--- src/rtl/fsr_pkg.sv ---
`timescale 1ns/1ps
package fsr_pkg;
   typedef enum logic [1:0] {
      OPK_IDLE  = 2'd0,
      OPK_PROG  = 2'd1,
      OPK_ERASE = 2'd2,
      OPK_RSVD  = 2'd3
   } opk_e;

   typedef enum logic [1:0] {
      RSP_ARRAY = 2'd0,
      RSP_PROG  = 2'd1,
      RSP_ERASE = 2'd2,
      RSP_SUSP  = 2'd3
   } rsp_e;

   localparam int POLL_POS  = 7;
   localparam int TGLA_POS  = 6;
   localparam int TGLB_POS  = 2;
   localparam int TGL_A     = 0;
   localparam int TGL_B     = 1;
   localparam int NUM_TGL   = 2;
endpackage

--- src/rtl/fsr_region_decode.sv ---
`timescale 1ns/1ps
module fsr_region_decode #(
   parameter int BANK_W = 2,
   parameter int SECT_W = 4
) (
   input  logic [SECT_W-1:0] rd_sect,
   input  logic [BANK_W-1:0] op_bank,
   input  logic [SECT_W-1:0] sus_sector,
   output logic              bank_hit,
   output logic              sect_hit
);
   localparam int SUB_W = SECT_W - BANK_W;

   logic [BANK_W-1:0] rd_bank;
   assign rd_bank  = rd_sect[SECT_W-1 -: BANK_W];
   assign bank_hit = (rd_bank == op_bank);

   generate
      if (SUB_W == 0) begin : g_one_per_bank
         assign sect_hit = (rd_bank == sus_sector[SECT_W-1 -: BANK_W]);
      end else begin : g_many_per_bank
         logic bank_eq, sub_eq;
         assign bank_eq  = (rd_bank == sus_sector[SECT_W-1 -: BANK_W]);
         assign sub_eq   = (rd_sect[SUB_W-1:0] == sus_sector[SUB_W-1:0]);
         assign sect_hit = bank_eq && sub_eq;
      end
   endgenerate
endmodule

--- src/rtl/fsr_classify.sv ---
`timescale 1ns/1ps
module fsr_classify
   import fsr_pkg::*;
(
   input  logic                rd_en,
   input  opk_e                kind,
   input  logic                sus_en,
   input  logic                bank_hit,
   input  logic                sect_hit,
   output rsp_e                cls,
   output logic [NUM_TGL-1:0]  flip,
   output logic                busy_n
);
   logic prog_run, erase_run;

   assign prog_run  = (kind == OPK_PROG);
   assign erase_run = (kind == OPK_ERASE) && !sus_en;
   assign busy_n    = !(prog_run || erase_run);

   always_comb begin
      if (sus_en && sect_hit)
         cls = RSP_SUSP;
      else if (bank_hit && prog_run)
         cls = RSP_PROG;
      else if (bank_hit && erase_run)
         cls = RSP_ERASE;
      else
         cls = RSP_ARRAY;
   end

   always_comb begin
      flip = '0;
      if (rd_en) begin
         flip[TGL_A] = (cls == RSP_PROG) || (cls == RSP_ERASE);
         flip[TGL_B] = (cls == RSP_ERASE) || (cls == RSP_SUSP);
      end
   end
endmodule

--- src/rtl/fsr_toggle_bank.sv ---
`timescale 1ns/1ps
module fsr_toggle_bank #(
   parameter int N = 2
) (
   input  logic         clk,
   input  logic         rst_n,
   input  logic         clr,
   input  logic [N-1:0] flip,
   output logic [N-1:0] q
);
   generate
      for (genvar i = 0; i < N; i++) begin : g_tgl
         always_ff @(posedge clk or negedge rst_n) begin
            if (!rst_n)
               q[i] <= 1'b0;
            else if (clr)
               q[i] <= 1'b0;
            else if (flip[i])
               q[i] <= ~q[i];
         end
      end
   endgenerate
endmodule

--- src/rtl/fsr_word_build.sv ---
`timescale 1ns/1ps
module fsr_word_build
   import fsr_pkg::*;
#(
   parameter int DATA_W = 16
) (
   input  logic               clk,
   input  logic               rst_n,
   input  logic               rd_en,
   input  rsp_e               cls,
   input  logic [DATA_W-1:0]  arr_data,
   input  logic               poll_bit,
   input  logic [NUM_TGL-1:0] tgl,
   output logic [DATA_W-1:0]  rd_data
);
   logic [DATA_W-1:0] nxt;

   always_comb begin
      nxt = arr_data;
      unique case (cls)
         RSP_PROG: begin
            nxt[POLL_POS] = ~poll_bit;
            nxt[TGLA_POS] = tgl[TGL_A];
            nxt[TGLB_POS] = tgl[TGL_B];
         end
         RSP_ERASE: begin
            nxt[POLL_POS] = 1'b0;
            nxt[TGLA_POS] = tgl[TGL_A];
            nxt[TGLB_POS] = tgl[TGL_B];
         end
         RSP_SUSP: begin
            nxt[POLL_POS] = 1'b1;
            nxt[TGLA_POS] = 1'b1;
            nxt[TGLB_POS] = tgl[TGL_B];
         end
         default: nxt = arr_data;
      endcase
   end

   always_ff @(posedge clk or negedge rst_n) begin
      if (!rst_n)
         rd_data <= '0;
      else if (rd_en)
         rd_data <= nxt;
   end
endmodule

--- src/rtl/flash_stat_rpt.sv ---
`timescale 1ns/1ps
module flash_stat_rpt
   import fsr_pkg::*;
#(
   parameter int DATA_W = 16,
   parameter int BANK_W = 2,
   parameter int SECT_W = 4
) (
   input  logic              clk,
   input  logic              rst_n,
   input  logic              rd_en,
   input  logic [SECT_W-1:0] rd_sect,
   input  logic [DATA_W-1:0] arr_data,
   input  logic              op_start,
   input  logic [1:0]        op_kind,
   input  logic [BANK_W-1:0] op_bank,
   input  logic              wr_poll_bit,
   input  logic              sus_en,
   input  logic [SECT_W-1:0] sus_sector,
   output logic [DATA_W-1:0] rd_data,
   output logic              rb_n
);
   generate
      if (DATA_W < POLL_POS + 1) begin : g_bad_data_w
         $error("flash_stat_rpt: DATA_W must hold the status bits");
      end
      if (BANK_W < 1) begin : g_bad_bank_w
         $error("flash_stat_rpt: BANK_W must be at least 1");
      end
      if (SECT_W < BANK_W) begin : g_bad_sect_w
         $error("flash_stat_rpt: SECT_W must not be below BANK_W");
      end
   endgenerate

   logic               bank_hit, sect_hit;
   rsp_e               cls;
   logic [NUM_TGL-1:0] flip, tgl;
   opk_e               kind;

   assign kind = opk_e'(op_kind);

   fsr_region_decode #(.BANK_W(BANK_W), .SECT_W(SECT_W)) u_dec (
      .rd_sect    (rd_sect),
      .op_bank    (op_bank),
      .sus_sector (sus_sector),
      .bank_hit   (bank_hit),
      .sect_hit   (sect_hit)
   );

   fsr_classify u_cls (
      .rd_en    (rd_en),
      .kind     (kind),
      .sus_en   (sus_en),
      .bank_hit (bank_hit),
      .sect_hit (sect_hit),
      .cls      (cls),
      .flip     (flip),
      .busy_n   (rb_n)
   );

   fsr_toggle_bank #(.N(NUM_TGL)) u_tgl (
      .clk   (clk),
      .rst_n (rst_n),
      .clr   (op_start),
      .flip  (flip),
      .q     (tgl)
   );

   fsr_word_build #(.DATA_W(DATA_W)) u_word (
      .clk      (clk),
      .rst_n    (rst_n),
      .rd_en    (rd_en),
      .cls      (cls),
      .arr_data (arr_data),
      .poll_bit (wr_poll_bit),
      .tgl      (tgl),
      .rd_data  (rd_data)
   );
endmodule

--- config.mk ---
export PLATFORM = sky130hd
export DESIGN_NAME = flash_stat_rpt
export DESIGN_NICKNAME = d
export VERILOG_FILES = /design/src/rtl/fsr_pkg.sv /design/src/rtl/fsr_region_decode.sv /design/src/rtl/fsr_classify.sv /design/src/rtl/fsr_toggle_bank.sv /design/src/rtl/fsr_word_build.sv /design/src/rtl/flash_stat_rpt.sv
export SDC_FILE = /design/constraint.sdc
export NUM_CORES = 1
export LEC_CHECK = 0
export BUFFER_PORTS_ARGS = -buffer_cell sky130_fd_sc_hd__buf_2
export CORE_MARGIN = 5
export CORE_UTILIZATION = 43
export DETAILED_ROUTE_END_ITERATION = 12
export PLACE_DENSITY = 0.79
export SLEW_MARGIN = 20
export SYNTH_ARGS = -nofsm -noshare
export SYNTH_HDL_FRONTEND = slang
export SYNTH_SLANG_ARGS = --single-unit
--- constraint.sdc ---
create_clock -name clk -period 1.1 [get_ports clk]
set_input_delay 0.22 -clock clk [delete_from_list [all_inputs] [get_ports clk]]
set_output_delay 0.22 -clock clk [all_outputs]
set_load 0.005 [all_outputs]
Word-level counts from Yosys, hierarchy flattened --
Cells that the tools add are included.
Storage, ports and cells: register bits after elaboration 18, latch bits 0, memory bits (writable) 0, memory bits (read-only) 0, bits of input ports 34, output and inout bits 17, word-level logic and storage cells 37, memories 0
Cells by class: add/subtract/negate cells 0, multiply operators 0, div/mod/pow operators 0, order comparisons 0, eq/ne operators 8, shift operators 0, muxes and demuxes 10, bitwise operators 3, reductions and logical operators 13
Operators by type and width (count):
- $mux W2 | 4
- $eq A2 B2 Y1 | 3
- $eq A2 B2 Y1 const B | 3
- $pmux W2 S3 | 1
- $logic_and A1 B1 Y1 | 5
- $mux W1 | 5
- $eq A2 B1 Y1 const B | 2
- $reduce_bool A2 Y1 | 2
- $logic_or A1 B1 Y1 | 3
- $not A1 Y1 | 3
- $reduce_or A3 Y1 | 1
- $logic_not A1 Y1 | 2

Logic depth before layout (Yosys ltp) --
Gate-level depths: netlist (run 1).
depth after elaboration 11, gate-level depth with buffers 7, depth with buffers taken out 7

Cells and area by module --
A second synthesis (run 1) with hierarchy kept.
Second synthesis, totals: cell total of the unflattened synthesis 72, area, all modules 909.6 µm²
By module, submodules not included:
- fsr_word_build | times used 1, cells an instance 46, area an instance 678.2 µm², sequential area each 400.4 µm²
- fsr_classify | times used 1, cells an instance 12, area an instance 87.6 µm², sequential area each 0.0 µm²
- fsr_toggle_bank | times used 1, cells an instance 6, area an instance 75.1 µm², sequential area each 50.0 µm²
- fsr_region_decode | times used 1, cells an instance 8, area an instance 68.8 µm², sequential area each 0.0 µm²

Worst setup path after synthesis (run 1) --
Ideal clock, no wire load.
kind input port to flip-flop, from in rd_sect[3], to reg u_word.rd_data[7], library setup time 0.128 ns, arrival 1.633 ns, data required time 0.972 ns, setup slack -0.661 ns, stages on the path 7, path buffers 0, cell sequence nor2b_1 a2111o_1 o21a_1 ha_1 nor2_1 a21oi_1 mux2_1
Between the ends: cells in the longest elaborated chain, start to end 7, elaborated cells on any way between the ends 13, those cells by class eq/ne (5); mux (4); reduce/logical (4)
RTL lines:
- start, declared | RTL line flash_stat_rpt.sv:12 | input logic [SECT_W-1:0] rd_sect,
- $eq A2 B2 Y1 | RTL line fsr_region_decode.sv:16 | assign bank_hit = (rd_bank == op_bank);
- $logic_and A1 B1 Y1 | RTL line fsr_classify.sv:25 | else if (bank_hit && erase_run)
- $mux W2 | RTL line fsr_classify.sv:25
- $mux W2 | RTL line fsr_classify.sv:23 | else if (bank_hit && prog_run)
- $mux W2 (*) | RTL line fsr_classify.sv:21 | if (sus_en && sect_hit)
- $eq A2 B2 Y1 / $eq A2 B1 Y1 (equally long branches) | RTL line fsr_word_build.sv:20 | unique case (cls)
- $pmux W2 S3 (*) | RTL line fsr_word_build.sv:20
- end signal, assigned | RTL line fsr_word_build.sv:44 | rd_data <= nxt;
- end, declared | RTL line fsr_word_build.sv:14 | output logic [DATA_W-1:0] rd_data
Mark *: on every way between the ends. The rest lies on a longest branch, timed or not. A chain may end at the register's enable or synchronous reset.

Worst setup path in the final report (run 1) --
from in sus_sector[2], to reg u_tgl.q[0]
Between the ends: cells in the longest elaborated chain, start to end 8, elaborated cells on any way between the ends 9, those cells by class eq/ne (3); mux (2); reduce/logical (4)
RTL lines:
- start, declared | RTL line flash_stat_rpt.sv:19 | input logic [SECT_W-1:0] sus_sector,
- $eq A2 B2 Y1 (*) | RTL line fsr_region_decode.sv:23 | assign bank_eq = (rd_bank == sus_sector[SECT_W-1 -: BANK_W]);
- $logic_and A1 B1 Y1 (*) | RTL line fsr_region_decode.sv:25 | assign sect_hit = bank_eq && sub_eq;
- $logic_and A1 B1 Y1 (*) | RTL line fsr_classify.sv:21
- $mux W2 (*) | RTL line fsr_classify.sv:21
- $eq A2 B1 Y1 / $eq A2 B2 Y1 (equally long branches) | RTL line fsr_classify.sv:34 | flip[TGL_A] = (cls == RSP_PROG) || (cls == RSP_ERASE);
- $logic_or A1 B1 Y1 (*) | RTL line fsr_classify.sv:34
- $mux W2 (*) | RTL line fsr_classify.sv:33 | if (rd_en) begin
- $reduce_bool A2 Y1 (no source line) (*)
- end signal, assigned by index | RTL line fsr_toggle_bank.sv:19 | q[i] <= ~q[i];
- end, declared | RTL line fsr_toggle_bank.sv:9 | output logic [N-1:0] q
Marked as above.

==> results of run 1 <==
## path summary, 6_finish.rpt
check	cells after the start	startpoint	end	slack (ns)
setup reg to reg	3	u_tgl.q[0]	u_word.rd_data[6]	0.18
max in group asynchronous	2	rst_n	u_word.rd_data[13]	0.41
setup / recovery	9	sus_sector[2]	u_tgl.q[0]	-0.54
hold reg to reg	1	u_word.rd_data[3]	u_word.rd_data[3]	0.49
hold / removal	2	op_start	u_tgl.q[0]	0.07
min in group asynchronous	2	rst_n	u_word.rd_data[15]	0.40
## power by group through the flow
stage	combinational (uW)	clock [uW]	sequential, uW
floorplan	145	0	783
global placement	332	0	773
detailed placement	348	0	778
CTS	374	414	766
global route	455	443	777
finish	415	404	766
## metrics by stage
stage | hold WS, ns | total power, uW
detailed placement | 0.174 | 1130
global route | 0.0570 | 1680
global placement | 0.157 | 1110
finish | 0.0705 | 1590
CTS | 0.0677 | 1550
floorplan | -0.0756 | 928
## cells by family (layout without fill, tap and decap cells)
family,after synthesis,after routing,synth area share [%]
xor gates and xnor gates,5,5,4.86
and+or+nand+nor,17,17,10.5
AOI/OAI and AO/OA,11,11,7.77
muxes,16,16,19.8
adders and majority gates,4,4,5.55
buffers and inverters,3,62,1.53
DFF,18,18,49.9
## registers in the layout, summed over array words and instances (netlist names)
name / flops
u_word.rd_data: 16
u_tgl.q: 2
## layout by cell type, fill, tap and decap left out, drive strengths merged
cell type | synthesis | routed
a2111o | 1 | 1
nand2b | 3 | 3
o21ai | 4 | 4
xor2 | 2 | 2
nor2b | 5 | 5
buf | 2 | 56
nand3 | 2 | 2
ha | 4 | 4
xnor2 | 3 | 3
o2111ai | 1 | 1
dfrtp | 18 | 18
a21oi | 3 | 3
nor3b | 1 | 1
nor2 | 5 | 5
dlygate4sd3 | 0 | 1
inv | 1 | 1
clkbuf | 0 | 4
mux2 | 15 | 15
o21a | 2 | 2
and2b | 1 | 1
mux2i | 1 | 1
## per-layer routing
| metal | vias to the layer above | GRT usage (%) | part of all wire (%) |
|---|---|---|---|
| li1 | 375 | - | - |
| met1 | 369 | 16.4 | 36 |
| met2 | 36 | 27.4 | 53 |
| met3 | 2 | 6.50 | 10 |
| met4 | 0 | 6.25 | 0.73 |
| met5 | - | 0 | 0 |
## what timing repair did
item	CTS	global route
setup endpoints to repair	5	5
setup buffers	0	1
pin swaps	3	8
hold buffers	1	0
gates resized for setup	9	12
endpoints found under the hold margin	18	0
## area by class of cell
| cell class | count | area [sq um] | area share (%) |
|---|---|---|---|
| Tap cell | 27 | 33.8 | 2.42 |
| Inverter | 1 | 3.75 | 0.269 |
| Clock buffer | 4 | 36.3 | 2.60 |
| Timing Repair Buffer | 57 | 343 | 24.6 |
| Multi-Input combinational cell | 53 | 527 | 37.8 |
| Sequential cell | 18 | 450 | 32.3 |
## critical path: stages
cell and delay, ns:
buf_6 0.07, and2b_2 0.19, a2111o_1 0.41, buf_4 0.16, o21ai_2 0.24, ha_4 0.25, nor2b_2 0.11, xnor2_1 0.12
nor2_1 0.06
==> run_results.csv, run 1 <==
group,metric,value,unit
outcome,status,"complete, but fails checks",
outcome,violations,"negative setup slack",
worst_setup_path,path_class,"in2reg",
min_path,hold_path.class,"in2reg",
timing,period_needed,1.64,ns
power_and_ir_drop,clkPwrFrac,25.5,%
floorplan,die_h,55.8,um
worst_setup_path,path_max_fanout,4,
routing,drt_pass1_iterations,4,
power_and_ir_drop,sw_frac_of_total,26.2,%
global_routing,grt_pass1_vias,803,
timing,layout_setup_ws,-0.540,ns
routing,wl,2.47,mm
synthesis,synth_common_cells,"dfrtp_1, mux2_1, nor2_1, nor2b_1, ha_1",
routing,via_per_inst,4.89,
synthesis,synthCells,74,
timing,rsz0062_at_grt,"yes",
floorplan,dieWidth,55.8,um
cts,root_buffer,"clkbuf_4",
synthesis,synth_cell_type_count,21,
timing,relSlewSlack,69.1,%
final_layout,fin_area,1390,sq um
final_layout,fill_cells,158,
global_routing,grt_use_total,15.6,%
synthesis,yosysSeqAreaShare,49.9,%
timing,hold_viol,0,
cts,clock_path_buffers,2,
floorplan,dieArea,3110,sq um
cts,worstSkewPairLatency,0.29,ns
routing,drc,0,
synthesis,ys_seq_elements,18,
final_layout,final_core_util,70.3,%
power_and_ir_drop,p_per_area,1140,nW/um^2
worst_setup_path,required,1.29,ns
timing,finalMaxSlewViolations,0,
synthesis,synthTopCellsByArea,"dfrtp_1, mux2_1, ha_1",
synthesis,syn_nets,112,
routing,ant_nets,0,
timing,max_freq,610,MHz
place,place_area,1230,sq um
timing,fin_skew,0.00213,ns
power_and_ir_drop,pwr-share-seq,48.3,%
routing,route.vias.total,782,
cts,cts_tree,"built",
final_layout,diodes,0,
power_and_ir_drop,ir_drop,1.01,mV
power_and_ir_drop,p_int,1170,uW
final_layout,area_growth,54.5,%
synthesis,synth_top_area_share,49.9,%
job,maxCapViolCount,0,
place,port_buffers,50,
synthesis,synth_ff_type,"dfrtp_1",
cts,cts-htree-levels,1,
timing,finalSetupViolations,5,
timing,tightest_slew,0.463,ns
cts,cts.sinks,18,
routing,wire_per_inst,15.4,um
worst_setup_path,cp.arrival,1.83,ns
place,dp.cells,154,
place,dp.final_hpwl,1.76,mm
cts,clk_pin_slew_worst_paths,0.10,ns
final_layout,layout.cells.non_filler,160,
power_and_ir_drop,p_comb_share,26.2,%
global_routing,grt_pass1_wl,3.82,mm
floorplan,io_pins,51,
synthesis,synth.most_common_cell,"dfrtp_1",
final_layout,nNetsFinal,172,
place,place_ws,-0.837,ns
synthesis,async_reset_ff_share,100,%
synthesis,yosysWarnings,0,
worst_setup_path,cp-start-kind,"input pin",
global_routing,antenna_found_initial,0,
synthesis,synth_edf_count,0,
global_routing,grt_max_degree,20,
cts,cts-buffers-inserted,3,
floorplan,rows,16,
synthesis,syn_area_per_cell,12.2,sq um
place,routabilityCongestion,0.818,
power_and_ir_drop,net-switching-power,416,uW
floorplan,design.core.area,1980,sq um
routing,drt_iter0_drc,9,
final_layout,drive_above_1_share,58.6,%
synthesis,yosysTopAreaCell,"dfrtp_1",
synthesis,synthesis.area,902,sq um
worst_setup_path,end_kind,"flip-flop",
floorplan,initial_core_util,45.5,%
timing,setup-tns-final,-2.50,ns
global_routing,overflow,0,
power_and_ir_drop,power_leakage,0.000662,uW
timing,post-route-period-util,149,%
(Power assumes the default switching activity.)
==> run 2: changes to the inputs <==
- CAP_MARGIN: unset -> 40
- CELL_PAD_IN_SITES_DETAIL_PLACEMENT: unset -> 1
- CELL_PAD_IN_SITES_GLOBAL_PLACEMENT: unset -> 1
- CORE_UTILIZATION: 43 -> 31
- PLACE_DENSITY: 0.79 -> 0.83
==> run_results.csv, run 2 (synthesized netlist as in run 1, its figures left out) <==
group,metric,value,unit
final_layout,area_growth,51.5,%
final_layout,reg_top3,"u_word.rd_data: 16 flops, u_tgl.q: 2 flops",
timing,rsz0062_at_grt,"yes",
power_and_ir_drop,ir_drop,0.923,mV
timing,finalMaxSlewViolations,0,
global_routing,grt_max_degree,20,
timing,max_freq,642,MHz
cts,clock_path_buffers,2,
routing,drc,0,
cts,cts.sinks,18,
timing,finalSetupViolations,5,
job,maxCapViolCount,0,
timing,tightest_slew,0.398,ns
timing,layout_setup_ws,-0.458,ns
place,port_buffers,50,
timing,setup-tns-final,-2.02,ns
floorplan,initial_core_util,32.4,%
place,routabilityCongestion,0.710,
floorplan,die_h,63.9,um
routing,route.vias.total,791,
worst_setup_path,path_max_fanout,3,
routing,wl,2.51,mm
global_routing,overflow,0,
final_layout,nNetsFinal,171,
final_layout,final_core_util,49.1,%
worst_setup_path,end_kind,"flip-flop",
outcome,violations,"negative setup slack",
place,place_ws,-0.870,ns
final_layout,mostFrequentLayoutCells,"buf_2, dfrtp_1, mux2_1, buf_6",
cts,cts_tree,"built",
global_routing,grt_pass1_wl,4.16,mm
global_routing,antenna_found_initial,0,
outcome,status,"complete, but fails checks",
final_layout,drive_above_1_share,55.3,%
timing,relSlewSlack,73.5,%
final_layout,top_register,"u_word.rd_data",
routing,ant_nets,0,
floorplan,dieWidth,63.9,um
cts,cts-htree-levels,1,
timing,whs,0.0755,ns
cts,worstSkewPairLatency,0.29,ns
worst_setup_path,cp.arrival,1.75,ns
floorplan,dieArea,4090,sq um
min_path,hold_path.class,"in2reg",
routing,via_per_inst,4.85,
cts,root_buffer,"clkbuf_4",
cts,cts-buffers-inserted,3,
routing,wire_per_inst,15.4,um
final_layout,largest_reg_flops,16,
power_and_ir_drop,p_per_area,1150,nW/um^2
final_layout,diodes,0,
power_and_ir_drop,power_leakage,0.000657,uW
worst_setup_path,required,1.29,ns
global_routing,grt_use_total,13.0,%
final_layout,final_common_cell,"buf_2",
global_routing,grt_pass1_vias,911,
worst_setup_path,path_class,"in2reg",
floorplan,design.core.area,2780,sq um
timing,fin_skew,0.00184,ns
timing,period_needed,1.56,ns
floorplan,io_pins,51,
place,dp.final_hpwl,2.03,mm
routing,drt_iter0_drc,3,
routing,drt_pass1_iterations,2,
timing,hold_viol,0,
floorplan,rows,19,
timing,post-route-period-util,142,%
cts,clk_pin_slew_worst_paths,0.10,ns
worst_setup_path,rrSetupSlack,0.18,ns
final_layout,fill_cells,313,
worst_setup_path,cp-start-kind,"input pin",
run 2: per-stage QoR:
stage | area, sq um | instances | total power (uW)
6_report | 1370 | 163 | 1570
5_1_grt | 1370 | 163 | 1680
4_1_cts | 1320 | 163 | 1570
3_5_place_dp | 1230 | 157 | 1130
3_3_place_gp | 1230 | 157 | 1110
2_1_floorplan | 910 | 74 | 928
run 2: final cells by class:
| class | instances | area, sq um | share of cell area (%) |
|---|---|---|---|
| well taps | 31 | 38.8 | 2.84 |
| flip-flops and latches | 18 | 450 | 33.0 |
| multi-input cells | 53 | 498 | 36.4 |
| repair buffers | 56 | 339 | 24.8 |
| inverters | 1 | 3.75 | 0.275 |
| clock buffers | 4 | 36.3 | 2.66 |
run 2: final timing paths:
kind,from,end,depth (start not counted)
worst min-delay path,op_start,u_tgl.q[0],2
worst max register to register,u_tgl.q[0],u_word.rd_data[6],3
min in group asynchronous,rst_n,u_word.rd_data[14],2
worst min register to register,u_word.rd_data[13],u_word.rd_data[13],1
worst max-delay path,sus_sector[0],u_word.rd_data[6],8
max in group asynchronous,rst_n,u_word.rd_data[3],2
run 2: where the power goes:
| part | switching (uW) | internal [uW] | total, uW | leakage, uW |
|---|---|---|---|---|
| sequential | 35.7 | 732 | 768 | 0.000214 |
| clock | 200 | 202 | 402 | 0.0000210 |
| combinational | 168 | 228 | 396 | 0.000421 |
| total | 404 | 1160 | 1570 | 0.000657 |
run 2: timing repair:
action                                  CTS  global route
hold buffers                              1             0
hold endpoints to repair                 18             0
gates resized for setup                   7             9
setup buffers                             1             0
endpoints found under the setup margin    5             5
pin swaps                                 4             4
run 2: worst max-delay path, cell delays in order:
cell and delay (ns):
buf_6 0.09, xor2_1 0.15, a2111o_1 0.38, o21a_1 0.23, ha_2 0.21, o21ai_2 0.14
a21oi_1 0.08, mux2_4 0.26
run 2: layer usage:
layer  vias up  part of all wire (%)  GRT usage [%]
li1        374                     -              -
met1       372                    36           13.4
met2        41                    51           22.4
met3         4                    11           4.73
met4         0                   2.2           7.79
met5         -                     0              0
==> run 3: changes to the inputs <==
- MAX_ROUTING_LAYER: unset -> met4
==> run_results.csv, run 3 (synthesized netlist as in run 1, its figures left out) <==
group,metric,value,unit
worst_setup_path,slowest_delay,0.38,ns
timing,period_needed,1.56,ns
worst_setup_path,cp-start-kind,"input pin",
timing,rsz0062_at_grt,"yes",
final_layout,fin_area,1370,sq um
outcome,violations,"negative setup slack",
place,port_buffers,50,
floorplan,io_pins,51,
timing,max_freq,641,MHz
worst_setup_path,slowest_stage,"a2111o_1",
timing,hold_viol,0,
worst_setup_path,path_max_fanout,3,
worst_setup_path,required,1.29,ns
routing,ant_nets,0,
final_layout,reg_top3,"u_word.rd_data: 16 flops, u_tgl.q: 2 flops",
final_layout,largest_reg_flops,16,
final_layout,top_register,"u_word.rd_data",
timing,layout_setup_ws,-0.459,ns
cts,worstSkewPairLatency,0.29,ns
worst_setup_path,cp.arrival,1.75,ns
timing,fin_skew,0.00184,ns
power_and_ir_drop,p_per_area,1150,nW/um^2
global_routing,grt_pass1_vias,911,
min_path,hold_path.class,"in2reg",
place,dp.final_hpwl,2.03,mm
timing,tightest_slew,0.389,ns
outcome,status,"complete, but fails checks",
cts,root_buffer,"clkbuf_4",
global_routing,grt_max_degree,20,
job,maxCapViolCount,0,
routing,route.vias.total,789,
min_path,min-delay-start,"op_start",
final_layout,drive_above_1_share,55.3,%
final_layout,diodes,0,
timing,finalSetupViolations,5,
global_routing,overflow,0,
floorplan,rows,19,
final_layout,area_growth,51.5,%
floorplan,initial_core_util,32.4,%
routing,drc,0,
global_routing,grt_use_total,13.4,%
cts,cts.sinks,18,
worst_setup_path,cp_cell_sequence,"buf_6 -> xor2_1 -> a2111o_1 -> o21a_1 -> ha_2 -> o21ai_2 -> a21oi_1 -> mux2_4",
floorplan,die_h,63.9,um
global_routing,antenna_found_initial,0,
timing,relSlewSlack,74.1,%
cts,clk_pin_slew_worst_paths,0.10,ns
cts,clock_path_buffers,2,
worst_setup_path,end_kind,"flip-flop",
cts,cts_tree,"built",
routing,drt_pass1_iterations,3,
power_and_ir_drop,ir_drop,0.924,mV
timing,finalMaxSlewViolations,0,
global_routing,grt_pass1_wl,4.16,mm
final_layout,nNetsFinal,171,
worst_setup_path,rr_startpoint,"u_tgl.q[0]",
routing,via_per_inst,4.84,
timing,post-route-period-util,142,%
routing,wl,2.51,mm
routing,wire_per_inst,15.4,um
worst_setup_path,path_class,"in2reg",
routing,drt_iter0_drc,5,
cts,cts-htree-levels,1,
final_layout,final_common_cell,"buf_2",
timing,whs,0.0762,ns
floorplan,design.core.area,2780,sq um
floorplan,dieWidth,63.9,um
worst_setup_path,startpoint,"sus_sector[0]",
power_and_ir_drop,power_leakage,0.000657,uW
cts,cts-buffers-inserted,3,
place,routabilityCongestion,0.718,
floorplan,dieArea,4090,sq um
final_layout,mostFrequentLayoutCells,"buf_2, dfrtp_1, mux2_1, buf_6",
place,place_area,1230,sq um
==> run 3: cell counts in the layout (fill, tap and decap cells not counted) <==
Identical to the previous run, type by type.
==> run 3: path summary, 6_finish.rpt <==
kind,cells after the start,slack [ns],to
max,8,-0.46,u_word.rd_data[6]
min,2,0.08,u_tgl.q[0]
max reg2reg,3,0.17,u_word.rd_data[6]
min reg2reg,1,0.49,u_word.rd_data[13]
max in group asynchronous,2,0.46,u_word.rd_data[3]
min in group asynchronous,2,0.36,u_word.rd_data[14]
==> run 3: cell type report <==
cell class / instances / area [sq um]
clock buffer: 4 / 36.3
fill: 313 / 1420
inverter: 1 / 3.75
multi-input combinational: 53 / 498
sequential: 18 / 450
tap: 31 / 38.8
timing repair buffer: 56 / 339
==> run 3: per-stage QoR <==
step                worst slack [ns]  cells  TNS (ns)  power, uW  util, %
finish                        -0.459    163     -2.02       1570     49.1
detailed placement            -0.870    157     -3.81       1130     44.3
global placement              -0.787    157     -3.50       1110     44.3
CTS                           -0.458    163     -2.11       1570     47.5
floorplan                     -0.603     74     -2.55        928        -
global route                  -0.509    163     -2.30       1680     49.1
==> run 3: metal layers <==
metal	track usage [%]	up-vias	routed length [um]
met1	13.7	371	952
met4	7.79	0	53
met2	22.4	41	1270
met3	4.20	4	237
li1	-	373	-
met5	-	-	0
==> run 3: power breakdown <==
part	internal, uW	switching [uW]
clock network	202	200
logic	228	169
registers	732	36.0
total	1160	404
==> run 3: critical path, delay by kind of cell <==
family / cells / cell delay [ns]
AO/OA/AOI/OAI: 4 / 0.83
XOR/XNOR: 1 / 0.15
adder cells (fa/ha/maj): 1 / 0.21
buffers and inverters: 1 / 0.09
multiplexers: 1 / 0.25
==> run 3: what timing repair did <==
action | 4_1_cts | 5_1_grt
setup buffers | 1 | 0
pin swaps | 4 | 4
hold endpoints to repair | 18 | 0
hold buffers | 1 | 0
gates resized for setup | 7 | 9
endpoints found under the setup margin | 5 | 5
